File: src/rtl/sdram_chk_pkg.sv
package sdram_chk_pkg;

  typedef enum logic [2:0] {
    OP_MRS = 3'b000,
    OP_REF = 3'b001,
    OP_PRE = 3'b010,
    OP_ACT = 3'b011,
    OP_WR  = 3'b100,
    OP_RD  = 3'b101,
    OP_BST = 3'b110,
    OP_NOP = 3'b111
  } sdram_op_e;

  localparam int ERR_N     = 12;
  localparam int E_IDLE    = 0;
  localparam int E_OPEN    = 1;
  localparam int E_APBUSY  = 2;
  localparam int E_MODEBSY = 3;
  localparam int E_MRD     = 4;
  localparam int E_RFC     = 5;
  localparam int E_REFRUN  = 6;
  localparam int E_RRD     = 7;
  localparam int E_RCD     = 8;
  localparam int E_RAS     = 9;
  localparam int E_RP      = 10;
  localparam int E_RC      = 11;

endpackage

File: src/rtl/sdram_global_timer.sv
module sdram_global_timer
  import sdram_chk_pkg::*;
#(
  parameter int BA_W        = 2,
  parameter int AGE_W       = 4,
  parameter int AGE_MAX     = 10,
  parameter int T_RRD       = 2,
  parameter int T_MRD       = 2,
  parameter int T_RFC       = 7,
  parameter int MAX_REF_RUN = 8
) (
  input  logic             clk,
  input  logic             rst_n,
  input  logic             cmd_vld,
  input  sdram_op_e        op,
  input  logic [BA_W-1:0]  ba,
  input  logic             any_busy,
  output logic [ERR_N-1:0] viol
);

  localparam int RUN_W = $clog2(MAX_REF_RUN + 1);
  localparam logic [AGE_W-1:0] LIM_RRD = AGE_W'(T_RRD);
  localparam logic [AGE_W-1:0] LIM_MRD = AGE_W'(T_MRD);
  localparam logic [AGE_W-1:0] LIM_RFC = AGE_W'(T_RFC);
  localparam logic [AGE_W-1:0] SAT     = AGE_W'(AGE_MAX);
  localparam logic [RUN_W-1:0] RUN_MAX = RUN_W'(MAX_REF_RUN);

  logic [AGE_W-1:0] rrd_age_q, rrd_age_d;
  logic [AGE_W-1:0] mrs_age_q, mrs_age_d;
  logic [AGE_W-1:0] ref_age_q, ref_age_d;
  logic [BA_W-1:0]  last_ba_q, last_ba_d;
  logic [RUN_W-1:0] ref_run_q, ref_run_d;

  logic is_act, is_mrs, is_ref;

  always_comb begin
    is_act = cmd_vld & (op == OP_ACT);
    is_mrs = cmd_vld & (op == OP_MRS);
    is_ref = cmd_vld & (op == OP_REF);
  end

  always_comb begin
    viol = '0;
    if (cmd_vld && (mrs_age_q < LIM_MRD)) viol[E_MRD] = 1'b1;
    if (cmd_vld && (ref_age_q < LIM_RFC)) viol[E_RFC] = 1'b1;
    if (is_act && (ba != last_ba_q) && (rrd_age_q < LIM_RRD)) viol[E_RRD] = 1'b1;
    if ((is_mrs || is_ref) && any_busy) viol[E_MODEBSY] = 1'b1;
    if (is_ref && (ref_run_q == RUN_MAX)) viol[E_REFRUN] = 1'b1;
  end

  always_comb begin
    rrd_age_d = (rrd_age_q == SAT) ? rrd_age_q : (rrd_age_q + 1'b1);
    mrs_age_d = (mrs_age_q == SAT) ? mrs_age_q : (mrs_age_q + 1'b1);
    ref_age_d = (ref_age_q == SAT) ? ref_age_q : (ref_age_q + 1'b1);
    last_ba_d = last_ba_q;
    ref_run_d = ref_run_q;
    if (is_act) begin
      rrd_age_d = AGE_W'(1);
      last_ba_d = ba;
    end
    if (is_mrs) mrs_age_d = AGE_W'(1);
    if (is_ref) begin
      ref_age_d = AGE_W'(1);
      if (ref_run_q != RUN_MAX) ref_run_d = ref_run_q + 1'b1;
    end else if (cmd_vld) begin
      ref_run_d = '0;
    end
  end

  always_ff @(posedge clk or negedge rst_n) begin
    if (!rst_n) begin
      rrd_age_q <= SAT;
      mrs_age_q <= SAT;
      ref_age_q <= SAT;
      last_ba_q <= '0;
      ref_run_q <= '0;
    end else begin
      rrd_age_q <= rrd_age_d;
      mrs_age_q <= mrs_age_d;
      ref_age_q <= ref_age_d;
      last_ba_q <= last_ba_d;
      ref_run_q <= ref_run_d;
    end
  end

  generate
    if (T_MRD > 1) begin : g_mrd_chk

      mrd_gap_chk: assert property (@(posedge clk) disable iff (!rst_n)
        ($past(is_mrs) && cmd_vld) |-> viol[E_MRD]);
    end
    if (T_RFC > 1) begin : g_rfc_chk

      rfc_gap_chk: assert property (@(posedge clk) disable iff (!rst_n)
        ($past(is_ref) && cmd_vld) |-> viol[E_RFC]);
    end
  endgenerate

endmodule

File: config.mk
export PLATFORM = sky130hd
export DESIGN_NAME = sdram_global_timer
export DESIGN_NICKNAME = d
export VERILOG_FILES = /design/src/rtl/sdram_chk_pkg.sv /design/src/rtl/sdram_global_timer.sv
export SDC_FILE = /design/constraint.sdc
export NUM_CORES = 1
export LEC_CHECK = 0
export BUFFER_PORTS_ARGS = -buffer_cell sky130_fd_sc_hd__buf_4
export CELL_PAD_IN_SITES_DETAIL_PLACEMENT = 2
export CELL_PAD_IN_SITES_GLOBAL_PLACEMENT = 2
export CORE_MARGIN = 2
export CORE_UTILIZATION = 33
export CTS_CLUSTER_SIZE = 28
export DETAILED_ROUTE_END_ITERATION = 7
export GPL_TIMING_DRIVEN = 0
export HOLD_SLACK_MARGIN = 0.03
export PLACE_DENSITY = 0.74
export RECOVER_POWER = 50
export SLEW_MARGIN = 20
export SYNTH_ARGS = -nofsm -noshare
export SYNTH_HDL_FRONTEND = slang
export SYNTH_SLANG_ARGS = --single-unit
File: constraint.sdc
create_clock -name clk -period 1.4 [get_ports clk]
set_clock_uncertainty 0.05 [all_clocks]
set_input_delay 0.14 -clock clk [delete_from_list [all_inputs] [get_ports clk]]
set_output_delay 0.14 -clock clk [all_outputs]
set_load 0.03 [all_outputs]
==> results of run 1 <==
[area by class of cell]
cell class                 instances  area, µm²
fill                             334       1569
multi-input combinational         81      664.4
sequential                        18      457.9
timing repair buffer              29      230.2
tap                               44      55.05
buffer                             7      52.55
clock buffer                       4      26.28
inverter                           6      22.52
[kinds of logic after synthesis]
| family | Yosys count | share of synthesized area |
|---|---|---|
| AO/OA/AOI/OAI | 13 | 0.08158 |
| XOR/XNOR | 8 | 0.06527 |
| adder cells (fa/ha/maj) | 8 | 0.09324 |
| buffers and inverters | 13 | 0.06993 |
| flip-flops | 18 | 0.4266 |
| multiplexers | 5 | 0.04779 |
| other | 1 | 0.003493 |
| AND/OR/NAND/NOR | 40 | 0.2121 |
[synthesized netlist by cell type]
master	n	area [µm²]
inv_1	6	22.52
nor4_1	2	12.51
and2_1	1	6.260
nor2b_1	1	6.260
nor4b_1	1	8.760
a21oi_1	5	25.02
or2_1	1	6.260
nand2_1	8	30.03
nand2b_1	2	12.51
or4_1	1	7.510
nand3_1	4	20.02
nor3b_1	1	7.510
xnor2_1	5	43.79
ha_1	8	100.1
conb_1	1	3.750
mux2_2	1	11.26
mux2i_1	4	40.04
a22o_1	1	8.760
dfstp_2	6	157.7
or3b_4	1	11.26
nand3b_1	4	30.03
o21ai_0	1	5.000
and4b_1	1	10.01
o2bb2ai_1	1	8.760
nand4b_1	1	8.760
buf_4	7	52.55
a211oi_1	4	30.03
xor2_1	3	26.28
nor2_1	10	37.54
a221o_1	1	10.01
dfrtp_1	12	300.3
and4bb_2	1	12.51
[flip-flops by register name (all words and copies together), names as in the netlist]
signal / count
last_ba_q: 2
mrs_age_q: 4
ref_age_q: 4
ref_run_q: 4
rrd_age_q: 4
[how the worst min path moves through the flow]
stage,slack [ps],to,from,cells past startpoint
6_report,130,mrs_age_q[2]$_DFFE_PN0P_,op[0],3
5_1_grt,140,mrs_age_q[3]$_DFFE_PN1P_,op[0],3
4_1_cts,130,mrs_age_q[2]$_DFFE_PN0P_,op[0],3
3_5_place_dp,-20,ref_age_q[0]$_DFFE_PN0P_,rst_n,1
3_3_place_gp,-20,ref_age_q[0]$_DFFE_PN0P_,rst_n,1
2_1_floorplan,-210,last_ba_q[0]$_DFFE_PN0P_,rst_n,0
[power by group]
| part | internal, W | switching (W) |
|---|---|---|
| combinational | 0.000690 | 0.000594 |
| clock | 0.000111 | 0.000163 |
| sequential | 0.000789 | 0.000251 |
| total | 0.00159 | 0.00101 |
[through the flow]
| step | util | hold slack [ps] | TNS [ps] | area (µm²) | setup slack (ps) |
|---|---|---|---|---|---|
| floorplan | - | -205.6 | -17.41 | 1117 | -17.41 |
| global placement | 0.4126 | -18.84 | -84.09 | 1270 | -84.09 |
| detailed placement | 0.4126 | -17.83 | -112.7 | 1270 | -103.3 |
| CTS | 0.4520 | 131.2 | -505.1 | 1391 | -295.0 |
| global route | 0.4902 | 137.2 | -1177 | 1509 | -317.8 |
| finish | 0.4902 | 131.6 | -520.5 | 1509 | -263.3 |
[layer usage]
metal	GRT usage	vias up	routed length (µm)
met2	0.3131	8	1629
met5	0	-	0
met1	0.2140	457	1252
met3	0.02101	6	41
li1	-	431	-
met4	0.06522	0	48
[critical path: cells and delay by family, from the launching register on]
kind / cells / cell delay [ps]
AND/OR/NAND/NOR: 1 / 510
buffers and inverters: 1 / 140
AO/OA/AOI/OAI: 1 / 130
flip-flops: 1 / 400
[repair_timing]
action,in CTS,in global routing
pin swaps,1,12
gates resized for setup,4,15
hold endpoints to repair,20,0
hold buffers,3,0
endpoints found under the setup margin,5,13
setup buffers,7,6
[cells in the final DEF (no fill, tap or decap), types with 2 or more instances in the layout]
cell type / instances
clkbuf_4: 3
xnor2_1: 5
dfstp_2: 6
mux2i_1: 4
nand2_1: 8
dfrtp_1: 12
a21oi_1: 4
dlygate4sd3_1: 3
ha_1: 3
inv_1: 5
nand3_1: 4
buf_4: 30
ha_4: 4
nand3b_1: 4
nand2b_1: 2
conb_1: 7
a211oi_2: 3
nor2_1: 9
buf_6: 2
xor2_1: 3
==> impl_metrics.csv, run 1 <==
group,metric,value,unit
outcome,status,"finished, violations left",
outcome,violations,"negative setup slack",
global_routing,grtUsageTotal,0.1748,
layout,instances_no_fill,189,
layout,antenna_cells,0,
yosys,syn_avg_cell_area,10.13,µm²
clock_tree,cts.sinks,18,
place,gp_congestion,0.7294,
timing,period_needed,1663,ps
die,initial_core_util,0.3488,
setup_path,arrival,1470,ps
yosys,yosysUniqueCellTypes,32,
die,die-area,3725,µm²
setup_path,path_cells,"or4_4 -> a21oi_2 -> buf_6",
setup_path,reg2reg_depth,6,
setup_path,cpPeakStageDelay,510,ps
layout,drive_above_1_share,0.4138,
timing,fin_ws,-263.3,ps
route,dr_total_vias,902,
yosys,yosysSeqAreaShare,0.4266,
layout,nets,163,
setup_path,setup.worst_path.end,"viol[7]",
route,wirelength,2972,µm
timing,rsz0062_at_grt,"true",
route,via_per_inst,4.772,
hold_path,hold_path_class,"input pin to register",
setup_path,r2r_end,"ref_run_q[0]$_DFFE_PN0P_",
global_routing,grt_antenna_before_repair,0,
setup_path,startpoint_type,"register",
die,ios,21,
timing,relSlewSlack,0.5176,
timing,drv_slew,0,
setup_path,path_max_fanout,2,
route,drc,0,
setup_path,r2r_slack,-70,ps
clock_tree,clock-root-buffer,"clkbuf_4",
place,dp_hpwl,2007,µm
yosys,netlist_area,1074,µm²
yosys,ys_ff_latch,18,
global_routing,grt_max_degree,19,
timing,fin_crit_sh,1.188,
setup_path,r2r_start,"ref_run_q[0]$_DFFE_PN0P_",
setup_path,crit_required,1210,ps
clock_tree,cts_made_buffers,3,
die,rows,20,
place,port_buffers,13,
global_routing,grt_first_pass_wirelength,4747,µm
power,leakage,0.6810,nW
global_routing,first_global_vias,977,
timing,final-hold-violation-count,0,
clock_tree,htree_num_levels,1,
yosys,syn_inst,106,
die,die_w,61.04,µm
clock_tree,cts_tree,"done",
route,wl_per_cell,15.72,µm
route,first_pass_iters,3,
timing,finalSetupViolations,5,
setup_path,crit_start,"rrd_age_q[2]$_DFFE_PN0P_",
power,power.density,1721,nW/µm²
clock_tree,clk_latency,290,ps
route,drtIter0Drc,15,
setup_path,critical_path_class,"register to output port",
layout,syn_to_final_growth,40.56,%
setup_path,endpoint_kind,"output port",
place,dp_cells,169,
die,core_area,3078,µm²
power,peakVddDrop,874.6,µV
yosys,synth_warnings,0,
route,ant_nets,0,
timing,worst_pin_slew,717.1,ps
clock_tree,clockBufferDepth,2,
job,cap_violations,0,
die,die_h,61.04,µm
global_routing,grt-ovfl-total,0,
power,finalPower,0.002597,W
setup_path,cp_slowest_cell,"or4_4",
timing,max_freq,601.2,MHz
clock_tree,clk_pin_slew_worst_paths,100,ps
(Power assumes the default switching activity.)
==> inputs of run 2 (changes only) <==
ABC_AREA = 1   (was default)
CORE_UTILIZATION = 31   (was 33)
PLACE_DENSITY = 0.76   (was 0.74)
SLEW_MARGIN = default   (was 20)
==> run 2 against run 1 <==
  * The flow still finishes with violations (negative setup slack)
  * Hold slack lost 83 ps
  * Global-route usage up 0.27 points
  * First-iteration DRC count increased by 80%
  * Area after synthesis up 7.2%
  * Critical path depth rose by 4
  * Combinational power down 3%
  * Routed wire length rose by 17%
  * Sequential share of layout area down 1.4 points
  * Clock power rose by 64%
  * Critical endpoint is now viol[6]
  * Highest routed layer unchanged
==> impl_metrics.csv, run 2 <==
group,metric,value,unit
power,power.density,1710,nW/µm²
setup_path,setup.worst_path.end,"viol[6]",
setup_path,r2r_end,"ref_age_q[0]$_DFFE_PN0P_",
layout,final_cell_mix,"nand2_1 (40), buf_4 (28), inv_1 (12), nor2_1 (12), dfrtp_1 (12)",
global_routing,grtUsageMet2,0.3170,
yosys,synth_edf_count,0,
route,dr_total_vias,1082,
setup_path,cpPeakStageDelay,400,ps
die,ios,21,
layout,utilization,0.4386,
hold_path,hold_path_class,"input pin to register",
die,rows,22,
timing,rsz0062_at_grt,"true",
global_routing,grt_first_pass_wirelength,5706,µm
timing,max_freq,665.8,MHz
power,leakage,0.8172,nW
setup_path,cp.depth,7,
yosys,netlist_area,1151,µm²
place,gp_congestion,0.7338,
global_routing,first_global_vias,1217,
layout,layout_commonest_cell,"nand2_1",
setup_path,crit_required,1210,ps
route,wl_per_cell,14.93,µm
global_routing,grt_use_met3,0.03125,
global_routing,grtUsageMet1,0.2147,
yosys,syn_avg_cell_area,7.726,µm²
layout,syn_to_final_growth,37.39,%
yosys,ys_ff_latch,18,
timing,drv_slew,0,
timing,period_needed,1502,ps
route,first_pass_iters,4,
global_routing,grt-ovfl-total,0,
yosys,synth_commonest_cells,"nand2_1 (44), inv_1 (18), nor2_1 (15)",
layout,final_area,1582,µm²
timing,fin_crit_sh,1.073,
route,drc,0,
job,cap_violations,0,
route,wirelength,3478,µm
place,dp_hpwl,2416,µm
timing,final-hold-violation-count,0,
outcome,status,"finished, violations left",
power,peakVddDrop,435.6,µV
yosys,syn_inst,149,
timing,finalSetupViolations,2,
clock_tree,clockBufferDepth,2,
yosys,yosys-top-cells-area,"dfrtp_1 (26%), nand2_1 (14%), dfstp_2 (14%)",
setup_path,critical_path_class,"register to output port",
route,drtIter0Drc,27,
yosys,yosys.area.top_type,"dfrtp_1",
layout,instances_no_fill,233,
global_routing,grt_max_degree,19,
setup_path,endpoint_kind,"output port",
route,ant_nets,0,
die,core_area,3606,µm²
clock_tree,clock-root-buffer,"clkbuf_8",
die,initial_core_util,0.3192,
setup_path,startpoint_type,"register",
clock_tree,cts_tree,"done",
yosys,synth_warnings,0,
timing,fin_hold_ws,48.57,ps
layout,fillers,417,
setup_path,r2r_slack,50,ps
setup_path,path_common_cell,"inv_2",
route,via_per_inst,4.644,
setup_path,r2r_start,"ref_age_q[1]$_DFFE_PN1P_",
die,die-area,4217,µm²
setup_path,cp_top_family,"flip-flops",
global_routing,grt_most_used_layer,"met2",
clock_tree,cts_made_buffers,3,
place,placed_area,1343,µm²
setup_path,path_cells,"inv_2 -> ha_4 -> nand2_2 -> inv_2 -> nand3_2 -> nor2_2 -> buf_6",
layout,nets,203,
yosys,synth_flop_cell,"dfrtp_1",
yosys,async_reset_ff_frac,1.000,
die,die_w,64.94,µm
layout,drive_above_1_share,0.3784,
clock_tree,clk_pin_slew_worst_paths,80,ps
clock_tree,clk_latency,260,ps
yosys,yosysUniqueCellTypes,24,
setup_path,crit_start,"ref_run_q[0]$_DFFE_PN0P_",
setup_path,crit_buf_inv,3,
timing,fin_ws,-102.0,ps
place,post-place-ws,11.45,ps
global_routing,grt_antenna_before_repair,0,
yosys,yosysMostFrequentCell,"nand2_1",
yosys,synth.top_cell.area_share,0.2609,
clock_tree,cts.sinks,18,
place,port_buffers,13,
setup_path,arrival,1310,ps
global_routing,grtUsageTotal,0.1775,
layout,antenna_cells,0,
die,die_h,64.94,µm
setup_path,reg2reg_depth,8,
clock_tree,htree_num_levels,1,
yosys,yosysSeqAreaShare,0.3978,
setup_path,cp_slowest_cell,"dfrtp_1",
outcome,violations,"negative setup slack",
place,dp_cells,216,
setup_path,path_max_fanout,2,
## run 2: cell type report
class	instances	area (µm²)	area share
buffer	7	52.55	0.03323
clock buffer	4	55.05	0.03481
inverter	20	75.07	0.04747
multi-input combinational	110	674.4	0.4264
sequential	18	457.9	0.2896
tap	48	60.06	0.03797
timing repair buffer	26	206.4	0.1305
## run 2: routing by layer
layer / vias up / share of wire
met5: - / 0
met4: 0 / 0.011
met3: 4 / 0.025
met2: 15 / 0.54
met1: 546 / 0.43
li1: 517 / -
## run 2: worst min-delay path by stage
stage / start / endpoint / slack (ps) / cells past startpoint
6_report: ba[0] / last_ba_q[0]$_DFFE_PN0P_ / 50 / 3
3_3_place_gp: rst_n / last_ba_q[0]$_DFFE_PN0P_ / -20 / 1
2_1_floorplan: rst_n / last_ba_q[0]$_DFFE_PN0P_ / -210 / 0
4_1_cts: ba[0] / last_ba_q[0]$_DFFE_PN0P_ / 50 / 3
5_1_grt: ba[1] / last_ba_q[1]$_DFFE_PN0P_ / 80 / 3
3_5_place_dp: rst_n / rrd_age_q[0]$_DFFE_PN0P_ / -10 / 1
## run 2: through the flow
stage | total power [W] | TNS (ps)
floorplan | 0.001636 | 0
global placement | 0.001819 | 0
detailed placement | 0.001926 | 0
CTS | 0.002555 | -265.6
global route | 0.002946 | -400.5
finish | 0.002705 | -181.8
## run 2: kinds of logic (layout without fill, tap and decap cells)
| group | count (synthesis) | after routing | share of synthesized area |
|---|---|---|---|
| flops | 18 | 18 | 0.3978 |
| fa+ha+maj | 8 | 8 | 0.08696 |
| buf+inv | 27 | 57 | 0.1109 |
| compound gates | 3 | 3 | 0.01304 |
| simple gates | 86 | 86 | 0.3424 |
| other cells | 1 | 7 | 0.003258 |
| xor+xnor | 6 | 6 | 0.04565 |
## run 2: power breakdown
| part | internal, W | leakage [nW] | switching (W) |
|---|---|---|---|
| logic | 0.000594 | 0.574 | 0.000649 |
| clock network | 0.000251 | 0.0288 | 0.000197 |
| registers | 0.000784 | 0.214 | 0.000230 |
| total | 0.00163 | 0.817 | 0.00108 |
## run 2: timing repair
action,in CTS,in global routing
pin swaps,3,7
setup endpoints to repair,5,11
cloned,0,0
setup buffers,8,4
endpoints found under the hold margin,18,0
resized for setup,10,16
hold buffers,1,0
## run 2: tightest hold or removal path: stages
cell and delay (ps):
buf_4 90, nand2_1 50, nand2_1 60
==> inputs of run 3 (changes only) <==
MAX_ROUTING_LAYER = met4   (was default)
PLACE_DENSITY = 0.85   (was 0.76)
==> run 3 against run 2 <==
  * The flow still finishes with violations (negative setup slack)
  * Global-route usage is 0.64 points higher
  * Hold slack better by 19 ps
  * Sequential power grew 4%
  * Core utilization grew 1.7 points
  * Via count decreased by 0.83%
  * Maximum frequency grew 1.4%
  * Critical path depth did not move
  * Design area rose by 4.0%
  * Worst setup slack better by 20 ps
  * First-iteration DRC count is 26% lower
  * Critical path type unchanged
  * Critical endpoint unchanged
  * Highest routed layer unchanged
==> impl_metrics.csv, run 3 (synthesis gave the netlist of run 2 again) <==
group,metric,value,unit
setup_path,crit_start,"ref_run_q[0]$_DFFE_PN0P_",
route,dr_total_vias,1073,
clock_tree,htree_num_levels,1,
hold_path,min_to,"last_ba_q[1]$_DFFE_PN0P_",
route,wl_per_cell,14.98,µm
hold_path,hold_path_class,"input pin to register",
timing,period_needed,1482,ps
setup_path,crit_buf_inv,3,
layout,drive_above_1_share,0.4278,
route,drc,0,
place,gp_congestion,0.8307,
timing,final-hold-violation-count,0,
global_routing,grtUsageTotal,0.1839,
route,drtIter0Drc,20,
clock_tree,clockBufferDepth,2,
route,wirelength,3520,µm
setup_path,arrival,1290,ps
clock_tree,clock-root-buffer,"clkbuf_8",
setup_path,path_cells,"inv_2 -> ha_4 -> nand2_2 -> inv_2 -> nand3_4 -> nor2_4 -> buf_6",
place,port_buffers,13,
setup_path,cpPeakStageDelay,390,ps
layout,seqCellArea,460.4,µm²
setup_path,crit_required,1210,ps
timing,drv_slew,0,
die,rows,22,
timing,fin_hold_ws,67.19,ps
setup_path,critical_path_class,"register to output port",
layout,multiInputGateArea,711.9,µm²
power,leakage,0.8268,nW
clock_tree,cts_made_buffers,3,
setup_path,r2r_end,"ref_age_q[0]$_DFFE_PN0P_",
setup_path,startpoint_type,"register",
clock_tree,clk_pin_slew_worst_paths,70,ps
setup_path,cp.depth,7,
layout,final_area,1644,µm²
global_routing,grt_antenna_before_repair,0,
setup_path,r2r_start,"ref_age_q[1]$_DFFE_PN1P_",
global_routing,grt-ovfl-total,0,
global_routing,grt_first_pass_wirelength,5747,µm
route,ant_nets,0,
setup_path,r2r_slack,70,ps
timing,finalSetupViolations,2,
clock_tree,clk_latency,250,ps
route,first_pass_iters,4,
layout,fillers,403,
setup_path,endpoint_kind,"output port",
power,power.density,1689,nW/µm²
die,ios,21,
die,die_w,64.94,µm
job,cap_violations,0,
layout,utilization,0.4559,
outcome,status,"finished, violations left",
power,peakVddDrop,620.5,µV
clock_tree,cts_tree,"done",
route,via_per_inst,4.566,
global_routing,first_global_vias,1219,
die,core_area,3606,µm²
place,dp_hpwl,2389,µm
setup_path,path_max_fanout,2,
hold_path,holdPathStages,3,
setup_path,cp_top_family,"flip-flops",
place,dp_cells,216,
global_routing,grt_max_degree,19,
layout,syn_to_final_growth,42.83,%
timing,max_freq,674.9,MHz
place,placed_area,1343,µm²
setup_path,cp_slowest_cell,"dfrtp_1",
layout,instances_no_fill,235,
die,die_h,64.94,µm
layout,layout_commonest_cell,"nand2_1",
setup_path,path_common_cell,"inv_2",
timing,rsz0062_at_grt,"true",
layout,final_cell_mix,"nand2_1 (37), buf_4 (28), inv_1 (12)",
die,initial_core_util,0.3192,
timing,fin_crit_sh,1.058,
setup_path,reg2reg_depth,7,
hold_path,holdCritStartpoint,"ba[1]",
layout,nets,205,
outcome,violations,"negative setup slack",
die,die-area,4217,µm²
layout,antenna_cells,0,
clock_tree,cts.sinks,18,
timing,fin_ws,-81.62,ps
## run 3: worst max-delay path by stage
| stage | slack, ps | end |
|---|---|---|
| floorplan | 6 | viol[6] |
| global placement | 90 | viol[6] |
| detailed placement | 40 | viol[6] |
| CTS | -150 | viol[6] |
| global route | -160 | viol[6] |
| finish | -80 | viol[6] |
## run 3: where the power goes
part / total, W / switching (W) / internal, W
clock network: 0.000436 / 0.000186 / 0.000250
registers: 0.00105 / 0.000266 / 0.000789
logic: 0.00129 / 0.000654 / 0.000632
## run 3: layout make-up
class	instances	share of cell area
multi-input combinational	110	0.4330
sequential	18	0.2801
timing repair buffer	28	0.1393
inverter	20	0.04566
tap	48	0.03653
clock buffer	4	0.03349
buffer	7	0.03196
## run 3: metal layers
layer,vias up,wire length [µm],track usage
met2,13,1961,0.3428
met3,2,82,0.03125
met5,-,0,-
met4,0,12,0.02394
met1,534,1463,0.2109
li1,524,-,-
## run 3: worst min-delay path, cell delays in order
cell and delay [ps]:
buf_4 90, nand2_1 40, nand2_1 70
## run 3: what timing repair did
item | in CTS | in global routing
hold buffers | 1 | 0
pin swaps | 3 | 5
hold endpoints to repair | 18 | 0
resized for setup | 10 | 30
buffers inserted | 9 | 6
setup endpoints to repair | 4 | 13
## run 3: through the flow
stage	power [W]	worst slack [ps]	setup TNS [ps]
detailed placement	0.001951	37.71	0
global placement	0.001803	86.93	0
CTS	0.002589	-152.7	-215.3
global route	0.003012	-160.4	-422.7
finish	0.002777	-81.62	-144.3
floorplan	0.001636	5.940	0
